[config.mk]
export PLATFORM = sky130hd
export DESIGN_NAME = hp_fault_report
export DESIGN_NICKNAME = d
export VERILOG_FILES = /design/src/rtl/hp_fault_pkg.sv /design/src/rtl/hp_fault_qualify.sv /design/src/rtl/hp_fault_latch.sv /design/src/rtl/hp_pin_fault_fsm.sv /design/src/rtl/hp_fault_regs.sv /design/src/rtl/hp_fault_report.sv
export SDC_FILE = /design/constraint.sdc
export NUM_CORES = 1
export LEC_CHECK = 0
export BUFFER_PORTS_ARGS = -buffer_cell sky130_fd_sc_hd__buf_2
export CAP_MARGIN = 40
export CORE_ASPECT_RATIO = 1.25
export CORE_UTILIZATION = 38
export DETAILED_ROUTE_END_ITERATION = 8
export PLACE_DENSITY = 0.82
export SETUP_SLACK_MARGIN = 0.02
export SYNTH_ARGS = -nofsm -noshare
export SYNTH_HDL_FRONTEND = slang
export SYNTH_SLANG_ARGS = --single-unit
[constraint.sdc]
create_clock -name clk -period 1.35 [get_ports clk]
set_input_delay 0.3375 -clock clk [delete_from_list [all_inputs] [get_ports clk]]
set_output_delay 0.3375 -clock clk [all_outputs]
set_load 0.005 [all_outputs]
[src/rtl/hp_fault_pkg.sv]
`timescale 1ns/1ps
package hp_fault_pkg;

    localparam int RAILS = 3;
    localparam int NFLT  = RAILS + 2;

    localparam int ADR_STAT  = 0;
    localparam int ADR_CTRL  = 1;
    localparam int ADR_CSTAT = 2;

    localparam int ST_SUM   = 7;
    localparam int CS_MASK  = 3;
    localparam int CT_AUX   = 0;
    localparam int CT_MAIN  = 1;
    localparam int CT_FDIS  = 2;
    localparam int CT_W     = 3;

    typedef enum logic [1:0] {
        PF_OFF   = 2'd0,
        PF_WATCH = 2'd1,
        PF_TRIP  = 2'd2,
        PF_FORCE = 2'd3
    } pin_st_t;

    // fault slot s -> bit position in its register
    function automatic int flt_bit(input int s);
        case (s)
            0:       return 4;
            1:       return 2;
            2:       return 0;
            3:       return 2;
            default: return 1;
        endcase
    endfunction

    // fault slot s lives in common status (1) or status (0)
    function automatic logic flt_in_cs(input int s);
        return (s >= RAILS);
    endfunction

endpackage

[src/rtl/hp_fault_qualify.sv]
`timescale 1ns/1ps
module hp_fault_qualify #(
    parameter int NRAIL = 3
) (
    input  logic [NRAIL-1:0] uv,
    input  logic [NRAIL-1:0] oc_fast,
    input  logic [NRAIL-1:0] oc_slow,
    input  logic [NRAIL-1:0] filt_done,
    input  logic             slot_ot,
    input  logic             die_ot,
    output logic [NRAIL+1:0] cond
);

    genvar g;
    generate
        for (g = 0; g < NRAIL; g++) begin : g_rail
            assign cond[g] = uv[g] | oc_fast[g] | (oc_slow[g] & filt_done[g]);
        end
    endgenerate

    assign cond[NRAIL]   = slot_ot & (|oc_slow);
    assign cond[NRAIL+1] = die_ot;

endmodule

[src/rtl/hp_fault_latch.sv]
`timescale 1ns/1ps
module hp_fault_latch #(
    parameter int N = 5
) (
    input  logic         clk,
    input  logic         rst_n,
    input  logic [N-1:0] set,
    input  logic [N-1:0] clr,
    output logic [N-1:0] q
);

    genvar g;
    generate
        for (g = 0; g < N; g++) begin : g_bit
            logic qb;
            always_ff @(posedge clk or negedge rst_n) begin
                if (!rst_n) qb <= 1'b0;
                else        qb <= set[g] | (qb & ~clr[g]);
            end
            assign q[g] = qb;
        end
    endgenerate

endmodule

[src/rtl/hp_pin_fault_fsm.sv]
`timescale 1ns/1ps
module hp_pin_fault_fsm
    import hp_fault_pkg::*;
(
    input  logic clk,
    input  logic rst_n,
    input  logic pin_mode,
    input  logic en,
    input  logic any_cond,
    input  logic forced,
    output logic trip
);

    pin_st_t st_q, st_d;

    always_ff @(posedge clk or negedge rst_n) begin
        if (!rst_n) st_q <= PF_OFF;
        else        st_q <= st_d;
    end

    always_comb begin
        st_d = st_q;
        if (!pin_mode) begin
            st_d = PF_OFF;                       // leave
        end else if (forced) begin
            st_d = PF_FORCE;                     // override
        end else begin
            unique case (st_q)
                PF_OFF, PF_FORCE: begin          // arm / trip / resume
                    if (!en)           st_d = PF_OFF;
                    else if (any_cond) st_d = PF_TRIP;
                    else               st_d = PF_WATCH;
                end
                PF_WATCH: begin
                    if (!en)           st_d = PF_OFF;   // disarm
                    else if (any_cond) st_d = PF_TRIP;  // trip
                end
                PF_TRIP: begin
                    if (!en)           st_d = PF_OFF;   // disarm
                end
                default: st_d = PF_OFF;
            endcase
        end
    end

    always_comb begin
        trip = (st_q == PF_TRIP);
    end

endmodule

[src/rtl/hp_fault_regs.sv]
`timescale 1ns/1ps
module hp_fault_regs
    import hp_fault_pkg::*;
#(
    parameter int DW = 8,
    parameter int AW = 2
) (
    input  logic            clk,
    input  logic            rst_n,
    input  logic            we,
    input  logic [AW-1:0]   addr,
    input  logic [DW-1:0]   wdata,
    input  logic [NFLT-1:0] flt_q,
    input  logic            trip,
    output logic [CT_W-1:0] ctl,
    output logic            mask,
    output logic [NFLT-1:0] clr,
    output logic [DW-1:0]   rdata
);

    localparam logic [AW-1:0] A_ST = AW'(ADR_STAT);
    localparam logic [AW-1:0] A_CT = AW'(ADR_CTRL);
    localparam logic [AW-1:0] A_CS = AW'(ADR_CSTAT);

    logic wr_st, wr_ct, wr_cs;
    assign wr_st = we && (addr == A_ST);
    assign wr_ct = we && (addr == A_CT);
    assign wr_cs = we && (addr == A_CS);

    genvar g;
    generate
        for (g = 0; g < NFLT; g++) begin : g_clr
            localparam int B = flt_bit(g);
            if (flt_in_cs(g)) begin : g_cs
                assign clr[g] = wr_cs & wdata[B];
            end else begin : g_st
                assign clr[g] = wr_st & wdata[B];
            end
        end
    endgenerate

    always_ff @(posedge clk or negedge rst_n) begin
        if (!rst_n) begin
            ctl  <= '0;
            mask <= 1'b1;
        end else begin
            if (wr_ct) ctl  <= wdata[CT_W-1:0];
            if (wr_cs) mask <= wdata[CS_MASK];
        end
    end

    logic [DW-1:0] st_img, cs_img, ct_img;

    always_comb begin
        st_img = '0;
        cs_img = '0;
        ct_img = '0;
        for (int s = 0; s < NFLT; s++) begin
            if (flt_in_cs(s)) cs_img[flt_bit(s)] = flt_q[s];
            else              st_img[flt_bit(s)] = flt_q[s];
        end
        st_img[ST_SUM]     = trip;
        cs_img[CS_MASK]    = mask;
        ct_img[CT_W-1:0]   = ctl;
        case (addr)
            A_ST:    rdata = st_img;
            A_CT:    rdata = ct_img;
            A_CS:    rdata = cs_img;
            default: rdata = '0;
        endcase
    end

endmodule

[src/rtl/hp_fault_report.sv]
`timescale 1ns/1ps
module hp_fault_report
    import hp_fault_pkg::*;
#(
    parameter int DW = 8,
    parameter int AW = 2
) (
    input  logic          clk,
    input  logic          rst_n,
    input  logic          pin_mode,
    input  logic          on_pin,
    input  logic          auxen_pin,
    input  logic          force_req,
    input  logic [2:0]    uv,
    input  logic [2:0]    oc_fast,
    input  logic [2:0]    oc_slow,
    input  logic [2:0]    filt_done,
    input  logic          slot_ot,
    input  logic          die_ot,
    input  logic          reg_we,
    input  logic [AW-1:0] reg_addr,
    input  logic [DW-1:0] reg_wdata,
    output logic [DW-1:0] reg_rdata,
    output logic          irq_n,
    output logic          pin_fault_n,
    output logic          force_on,
    output logic          pg_suppress
);

    logic [NFLT-1:0] cond, set_v, clr_v, flt_q;
    logic [CT_W-1:0] ctl;
    logic            mask, trip, forced, en_reg, en_pin, en_sel;

    hp_fault_qualify #(.NRAIL(RAILS)) u_qual (
        .uv(uv), .oc_fast(oc_fast), .oc_slow(oc_slow), .filt_done(filt_done),
        .slot_ot(slot_ot), .die_ot(die_ot), .cond(cond)
    );

    assign forced = force_req & ~ctl[CT_FDIS];
    assign en_reg = ctl[CT_MAIN] | ctl[CT_AUX];
    assign en_pin = on_pin | auxen_pin;
    assign en_sel = pin_mode ? en_pin : en_reg;
    assign set_v  = cond & {NFLT{~pin_mode & en_reg & ~forced}};

    hp_fault_latch #(.N(NFLT)) u_latch (
        .clk(clk), .rst_n(rst_n), .set(set_v), .clr(clr_v), .q(flt_q)
    );

    hp_fault_regs #(.DW(DW), .AW(AW)) u_regs (
        .clk(clk), .rst_n(rst_n), .we(reg_we), .addr(reg_addr), .wdata(reg_wdata),
        .flt_q(flt_q), .trip(trip), .ctl(ctl), .mask(mask), .clr(clr_v),
        .rdata(reg_rdata)
    );

    hp_pin_fault_fsm u_fsm (
        .clk(clk), .rst_n(rst_n), .pin_mode(pin_mode), .en(en_pin),
        .any_cond(|cond), .forced(forced), .trip(trip)
    );

    assign irq_n       = ~(~pin_mode & ~mask & (|flt_q));
    assign pin_fault_n = ~trip;
    assign force_on    = forced;
    assign pg_suppress = forced;

endmodule

==> results of run 1 <==
[per-layer routing]
metal	GRT usage	wire, um	share of wire	vias up
met5	0	0	0	-
met2	0.419	1300	0.55	35
met1	0.265	938	0.40	417
met3	0.0318	97	0.041	3
met4	0.102	22	0.0093	0
li1	-	-	-	426
[through the flow]
step	hold slack [ns]	std cells
floorplan	0.0419	84
global placement	0.211	153
detailed placement	0.216	153
CTS	0.310	162
global route	0.305	165
finish	0.303	165
[how the worst max path moves through the flow]
stage	from	endpoint	cells after the start
finish	u_latch.g_bit[2].qb	irq_n	3
CTS	u_latch.g_bit[4].qb	irq_n	3
global placement	oc_slow[0]	u_fsm.st_q[1]	5
floorplan	u_latch.g_bit[4].qb	irq_n	2
detailed placement	oc_slow[0]	u_fsm.st_q[1]	5
global route	u_latch.g_bit[3].qb	irq_n	3
[final cells by class]
type,instances,area [sq um]
Inverter,4,20.0
Timing Repair Buffer,61,409
Fill cell,135,544
Multi-Input combinational cell,66,508
Clock buffer,4,26.3
Tap cell,19,23.8
Sequential cell,11,277
[cells by family (layout without fill, tap and decap cells)]
logic type | after synthesis | after routing | synth area share
DFF | 11 | 11 | 0.372
AOI/OAI and AO/OA | 20 | 20 | 0.207
other | 1 | 2 | 0.00505
buffers and inverters | 7 | 69 | 0.0505
adders and majority gates | 2 | 2 | 0.0337
and+or+nand+nor | 36 | 36 | 0.244
muxes | 6 | 6 | 0.0875
[worst reg2reg max path: stages, from the launching register on]
cell,delay [ns]
dfrtp_1,0.39
inv_2,0.09
ha_4,0.21
nor3b_4,0.15
a21oi_2,0.12
nor3_2,0.06
o31a_1,0.30
[power breakdown]
group	internal [W]	leakage, nW	switching (W)	total [W]
Combinational	0.000352	0.459	0.000243	0.000596
Sequential	0.000399	0.123	0.0000558	0.000454
Clock	0.000115	0.0150	0.000123	0.000238
Total	0.000866	0.598	0.000422	0.00129
[what timing repair did]
action,4_1_cts,5_1_grt
endpoints found under the setup margin,12,16
gates resized for setup,20,10
hold buffers,1,0
cloned,0,0
pin swaps,7,9
hold endpoints to repair,10,0
buffers inserted,4,7
[state kept, by name (all words and copies together), names as in the netlist]
name,cells
u_latch.g_bit.qb,5
u_regs.ctl,3
u_fsm.st_q,2
u_regs.mask,1
[placed cells by master (no fill, tap or decap), types with 4 or more instances in the layout]
| cell type | count |
|---|---|
| buf_2 | 34 |
| buf_4 | 17 |
| nand2_1 | 10 |
| dfrtp_1 | 10 |
| buf_6 | 9 |
| nor2_1 | 5 |
| nand3_1 | 5 |
| o21ai_0 | 4 |
| mux2_2 | 4 |
==> flow_summary.ini, run 1 <==
[status]
status = finished with violations
violations = negative setup slack

[hold_path]
holdPathStages = 2
worst_hold_path_type = in -> reg
hold_start = reg_wdata[3]
holdPathEnd = u_regs.mask

[worst_setup_path]
crit_chain = or4_1 > o21ai_1 > buf_2
cp_top_family = simple AND/OR/NAND/NOR gates
reg2regPathDepth = 6
cp_slowest_cell = or4_1
crit_buf_inv = 1
reg2reg_setup_slack_ns = -0.08
cp_data_required_time_ns = 1.01
cp.arrival_ns = 1.51
critPathMaxStageDelay_ns = 0.52
end_kind = output port
startpoint_type = flop
r2r-end = u_fsm.st_q[0]
rr_startpoint = u_fsm.st_q[0]
crit_type = reg -> out
cp_max_fo = 2

[die]
io_pins = 43
die_w_um = 41.6
rows = 17
die_y_um = 51.4
start_util = 0.411
fp.dieArea_sq_um = 2140
core_area_sq_um = 1810

[flow_run]
max-cap-violations = 0

[route]
drc = 0
first_iter_violations = 16
antenna_left = 0
drt-pass1-iter-count = 4
vias_per_cell = 5.34
avgRoutedWirePerCell_um = 14.3
vias = 881
drt_wl_total_um = 2360

[yosys]
yosys.area.top_type = dfrtp_1
ys_seq_elements = 11
yosys_warnings = 0
netlist_instances = 83
synthTopCellsByArea = dfrtp_1 34%, mux2_2 6.1%, nand2_1 5.1%, o21ai_0 4.7%, a2111oi_4 3.7%
seq_area_frac_synth = 0.372
synth-edff-count = 0
ys.flop_type = dfrtp_1
synth_cell_type_count = 32
syn_avg_cell_area_sq_um = 8.95
async_reset_ff_frac = 1.00
synth_top_area_frac = 0.337
synth_area_sq_um = 743
synthTopCellsByCount = 10 x dfrtp_1, 10 x nand2_1, 7 x o21ai_0

[final_layout]
area_delta_synth_final_pct = 70.0
final_area_sq_um = 1260
drive_above_1_share = 0.575
fin_nets = 180
antenna_cells = 0
fin_util = 0.699

[cts]
cts_tree = yes
cts_max_level = 1
clk_path_buf_depth = 2
clk_pin_slew_ns = 0.08
cts_inserted_buffers = 3
cts_sinks = 11
clk_latency_ns = 0.28
clockRootBuffer = clkbuf_4

[grt]
antenna_found_initial = 0
grt_usage = 0.231
grt.overflow.total = 0
grt_pass1_vias = 878
grt_max_degree = 12
grt_pass1_wl_um = 3750

[sta]
setup_slack_ns = -0.498
fmax_mhz = 541
finClkSkew_ns = 0.00856
slew_violations = 0
setup_tns_ns = -1.40
hold_viol = 0
setup_viol = 10
fin_crit_sh = 1.37
rsz0062_at_grt = true
fin_crit_ns = 1.85

[power]
p_per_area_nw_per_um2 = 1020
totalPowerFinal_w = 0.00129
p_leak_nw = 0.598
vdd_drop_max_v = 0.000630

[placed_design]
place_congestion = 0.813
preCtsSetupSlack_ns = -0.236
dp.final_hpwl_um = 1660
placed_area_sq_um = 1060
portBuffers = 37
(Power assumes the default switching activity.)
==> inputs of run 2 (changes only) <==
GPL_TIMING_DRIVEN = 0   (was default)
SLEW_MARGIN = 20   (was default)
==> flow_summary.ini, run 2 (synthesis results as in run 1) <==
[status]
status = finished with violations
violations = negative setup slack

[final_layout]
reg.largest.list = u_latch.g_bit.qb (5), u_regs.ctl (3), u_fsm.st_q (2)
drive_above_1_share = 0.569
antenna_cells = 0
layout_commonest_cell = buf_2
final_cell_mix = 35 x buf_2, 11 x buf_4, 10 x nand2_1, 9 x dfrtp_1
largest_reg_flops = 5
fill_cells = 152
fin_nets = 171
area_delta_synth_final_pct = 58.4
multi_input_area_sq_um = 508
largest_register = u_latch.g_bit.qb
ff_latch_area_sq_um = 278

[worst_setup_path]
cp.arrival_ns = 1.43
reg2regPathDepth = 7
r2r-end = u_fsm.st_q[1]
cp_max_fo = 2
cp_data_required_time_ns = 1.01
crit_type = reg -> out
rr_startpoint = u_fsm.st_q[0]
startpoint_type = flop
cp-startpoint = u_latch.g_bit[2].qb
end_kind = output port
reg2reg_setup_slack_ns = -0.07

[cts]
cts_max_level = 1
cts_sinks = 11
clk_latency_ns = 0.27
clk_pin_slew_ns = 0.07
cts_tree = yes
clockRootBuffer = clkbuf_4
cts_inserted_buffers = 3
clk_path_buf_depth = 2

[power]
p_leak_nw = 0.552
power_frac_seq = 0.395
vdd_drop_max_v = 0.000501
switching_share = 0.326
power.share.clock = 0.200
p_sw_w = 0.000378
p_per_area_nw_per_um2 = 986
totalPowerFinal_w = 0.00116
pwr-share-comb = 0.405
p_int_w = 0.000783

[sta]
fmax_mhz = 566
hold_viol = 0
rsz0062_at_grt = true
setup_viol = 10
whs_ns = 0.305
fin_crit_ns = 1.77
finClkSkew_ns = 0.00585
fin_crit_sh = 1.31
setup_slack_ns = -0.418
slew_violations = 0
setup_tns_ns = -1.05

[route]
drc = 0
vias_per_cell = 5.44
drt_wl_total_um = 2120
vias = 848
first_iter_violations = 15
drt-pass1-iter-count = 4
avgRoutedWirePerCell_um = 13.6
antenna_left = 0

[die]
io_pins = 43
die_w_um = 41.6
start_util = 0.411
fp.dieArea_sq_um = 2140
rows = 17
core_area_sq_um = 1810
die_y_um = 51.4

[flow_run]
max-cap-violations = 0

[placed_design]
place_congestion = 0.859
dp.final_hpwl_um = 1520
preCtsSetupSlack_ns = -0.341
portBuffers = 37

[grt]
grt_pass1_vias = 838
grt_pass1_wl_um = 3560
grt_max_degree = 12
grt_usage = 0.217
antenna_found_initial = 0
grt.overflow.total = 0

[hold_path]
worst_hold_path_type = in -> reg
holdPathEnd = u_regs.mask
hold_start = reg_wdata[3]
holdPathStages = 2
-- run 2: metal layers --
metal,vias up,part of all wire,global-route usage
met1,392,0.41,0.242
met5,-,0,0
met3,7,0.047,0.0318
li1,406,-,-
met4,0,0.035,0.124
met2,43,0.51,0.388
-- run 2: worst max path at each step --
stage / depth (start not counted) / end
2_1_floorplan: 2 / irq_n
3_3_place_gp: 5 / u_fsm.st_q[1]
3_5_place_dp: 5 / u_fsm.st_q[1]
4_1_cts: 3 / irq_n
5_1_grt: 3 / irq_n
6_report: 3 / irq_n
-- run 2: area by class of cell --
class,instances,area share
Multi-Input combinational cell,66,0.431
Inverter,4,0.0149
Sequential cell,11,0.236
Timing Repair Buffer,49,0.253
Buffer,3,0.0223
Tap cell,19,0.0202
Clock buffer,4,0.0223
-- run 2: power by group through the flow --
stage	logic (W)	clock network [W]	registers [W]
detailed placement	0.000313	0	0.000457
global route	0.000513	0.000258	0.000468
floorplan	0.000185	0	0.000439
finish	0.000470	0.000232	0.000459
global placement	0.000301	0	0.000451
CTS	0.000429	0.000233	0.000451
-- run 2: what timing repair did --
item                                   CTS  global route
resized for setup                       16            12
setup endpoints to repair               11            16
hold buffers                             1             0
pin swaps                                5             2
setup buffers                            9             2
endpoints found under the hold margin   10             0
-- run 2: per-stage QoR --
stage | std cells | utilization | instance area (sq um)
after floorplan | 84 | - | 752
after global placement | 140 | 0.531 | 961
after detailed placement | 140 | 0.531 | 961
after CTS | 154 | 0.623 | 1130
after global routing | 156 | 0.651 | 1180
final | 156 | 0.651 | 1180
-- run 2: critical path, cell delays in order (launching register included) --
cell,delay (ns)
dfrtp_1,0.40
or4_4,0.52
o21ai_2,0.12
buf_2,0.12
==> inputs of run 3 (changes only) <==
CTS_CLUSTER_DIAMETER = 150   (was default)
RECOVER_POWER = 50   (was default)
==> flow_summary.ini, run 3 (synthesis results as in run 1) <==
[hold_path]
worst_hold_path_type = in -> reg
hold_start = reg_wdata[3]

[sta]
fin_crit_ns = 1.77
setup_tns_ns = -1.06
slew_violations = 0
rsz0062_at_grt = true
fmax_mhz = 565
finClkSkew_ns = 0.00627
setup_slack_ns = -0.420
worstMarginPinSlew_ns = 0.598
setup_viol = 10
slew_headroom = 0.601
fin_crit_sh = 1.31
hold_viol = 0

[die]
die_w_um = 41.6
io_pins = 43
core_area_sq_um = 1810
fp.dieArea_sq_um = 2140
rows = 17
die_y_um = 51.4
start_util = 0.411

[power]
p_leak_nw = 0.549
p_per_area_nw_per_um2 = 987
totalPowerFinal_w = 0.00116
vdd_drop_max_v = 0.000501

[final_layout]
largest_reg_flops = 5
fin_nets = 171
largest_register = u_latch.g_bit.qb
final_area_sq_um = 1180
drive_above_1_share = 0.562
fin_util = 0.651
fill_cells = 153
multi_input_area_sq_um = 508
area_delta_synth_final_pct = 58.2
antenna_cells = 0
layout_commonest_cell = buf_2
final_cell_mix = 34 x buf_2, 11 x buf_4, 10 x nand2_1, 9 x dfrtp_1
reg.largest.list = u_latch.g_bit.qb (5), u_regs.ctl (3), u_fsm.st_q (2)
ff_latch_area_sq_um = 278

[route]
drt-pass1-iter-count = 4
vias = 844
avgRoutedWirePerCell_um = 13.5
vias_per_cell = 5.41
first_iter_violations = 16
antenna_left = 0
drt_wl_total_um = 2110
drc = 0

[status]
violations = negative setup slack
status = finished with violations

[worst_setup_path]
startpoint_type = flop
cp_max_fo = 2
crit_type = reg -> out
cp.arrival_ns = 1.43
rr_startpoint = u_fsm.st_q[0]
end_kind = output port
cp_data_required_time_ns = 1.01
cp-startpoint = u_latch.g_bit[4].qb

[grt]
grt_pass1_vias = 838
grt_usage = 0.217
antenna_found_initial = 0
grt_pass1_wl_um = 3560
grt.overflow.total = 0
grt_max_degree = 12

[cts]
clk_pin_slew_ns = 0.07
clk_path_buf_depth = 2
clockRootBuffer = clkbuf_4
cts_tree = yes
cts_max_level = 1
cts_inserted_buffers = 3
clk_latency_ns = 0.28
cts_sinks = 11

[placed_design]
dp.final_hpwl_um = 1520
portBuffers = 37
placed_area_sq_um = 961
place_congestion = 0.859

[flow_run]
max-cap-violations = 0
-- run 3: cell count changes in the layout (fill, tap and decap cells not counted), sizes merged --
cell    previous run  this run
clkbuf             4         5
buf               51        50
-- run 3: worst max-delay path, stage by stage, from the launching register on --
cell     delay [ns]
dfrtp_1        0.39
or4_4          0.53
o21ai_2        0.12
buf_2          0.12
-- run 3: final timing paths --
| kind | to | slack, ns | cells past startpoint |
|---|---|---|---|
| worst max-delay path | irq_n | -0.42 | 3 |
| worst min-delay path | u_regs.mask | 0.30 | 2 |
| worst max register to register | u_fsm.st_q[1] | -0.07 | 7 |
| worst min register to register | u_latch.g_bit[1].qb | 0.53 | 2 |
| max in group asynchronous | u_fsm.st_q[1] | 0.36 | 2 |
| min in group asynchronous | u_latch.g_bit[1].qb | 0.57 | 2 |
-- run 3: through the flow --
| step | setup WS [ns] | instances | hold slack (ns) |
|---|---|---|---|
| final | -0.420 | 156 | 0.304 |
| after global routing | -0.482 | 156 | 0.296 |
| after CTS | -0.420 | 154 | 0.305 |
| after detailed placement | -0.341 | 140 | 0.220 |
| after global placement | -0.269 | 140 | 0.212 |
| after floorplan | -0.000583 | 84 | 0.0419 |
-- run 3: routing by layer --
layer,up-vias,share of wire,GRT usage
li1,405,-,-
met1,390,0.41,0.242
met2,42,0.51,0.388
met3,7,0.045,0.0318
met4,0,0.035,0.124
met5,-,0,0
-- run 3: final cells by class --
type,count,share of cell area
flip-flops and latches,11,0.236
plain buffers,3,0.0223
multi-input cells,66,0.432
well taps,19,0.0202
inverters,4,0.0149
clock buffers,4,0.0223
repair buffers,49,0.252
-- run 3: power breakdown --
group / switching (W) / internal [W]
combinational: 0.000202 / 0.000268
clock: 0.000117 / 0.000115
sequential: 0.0000594 / 0.000400
total: 0.000378 / 0.000782
-- run 3: what timing repair did --
action	4_1_cts	5_1_grt
endpoints found under the setup margin	11	16
endpoints found under the hold margin	10	0
hold buffers	1	0
buffers inserted	9	2
gates cloned	0	0
gates resized for setup	16	12
pin swaps	5	2
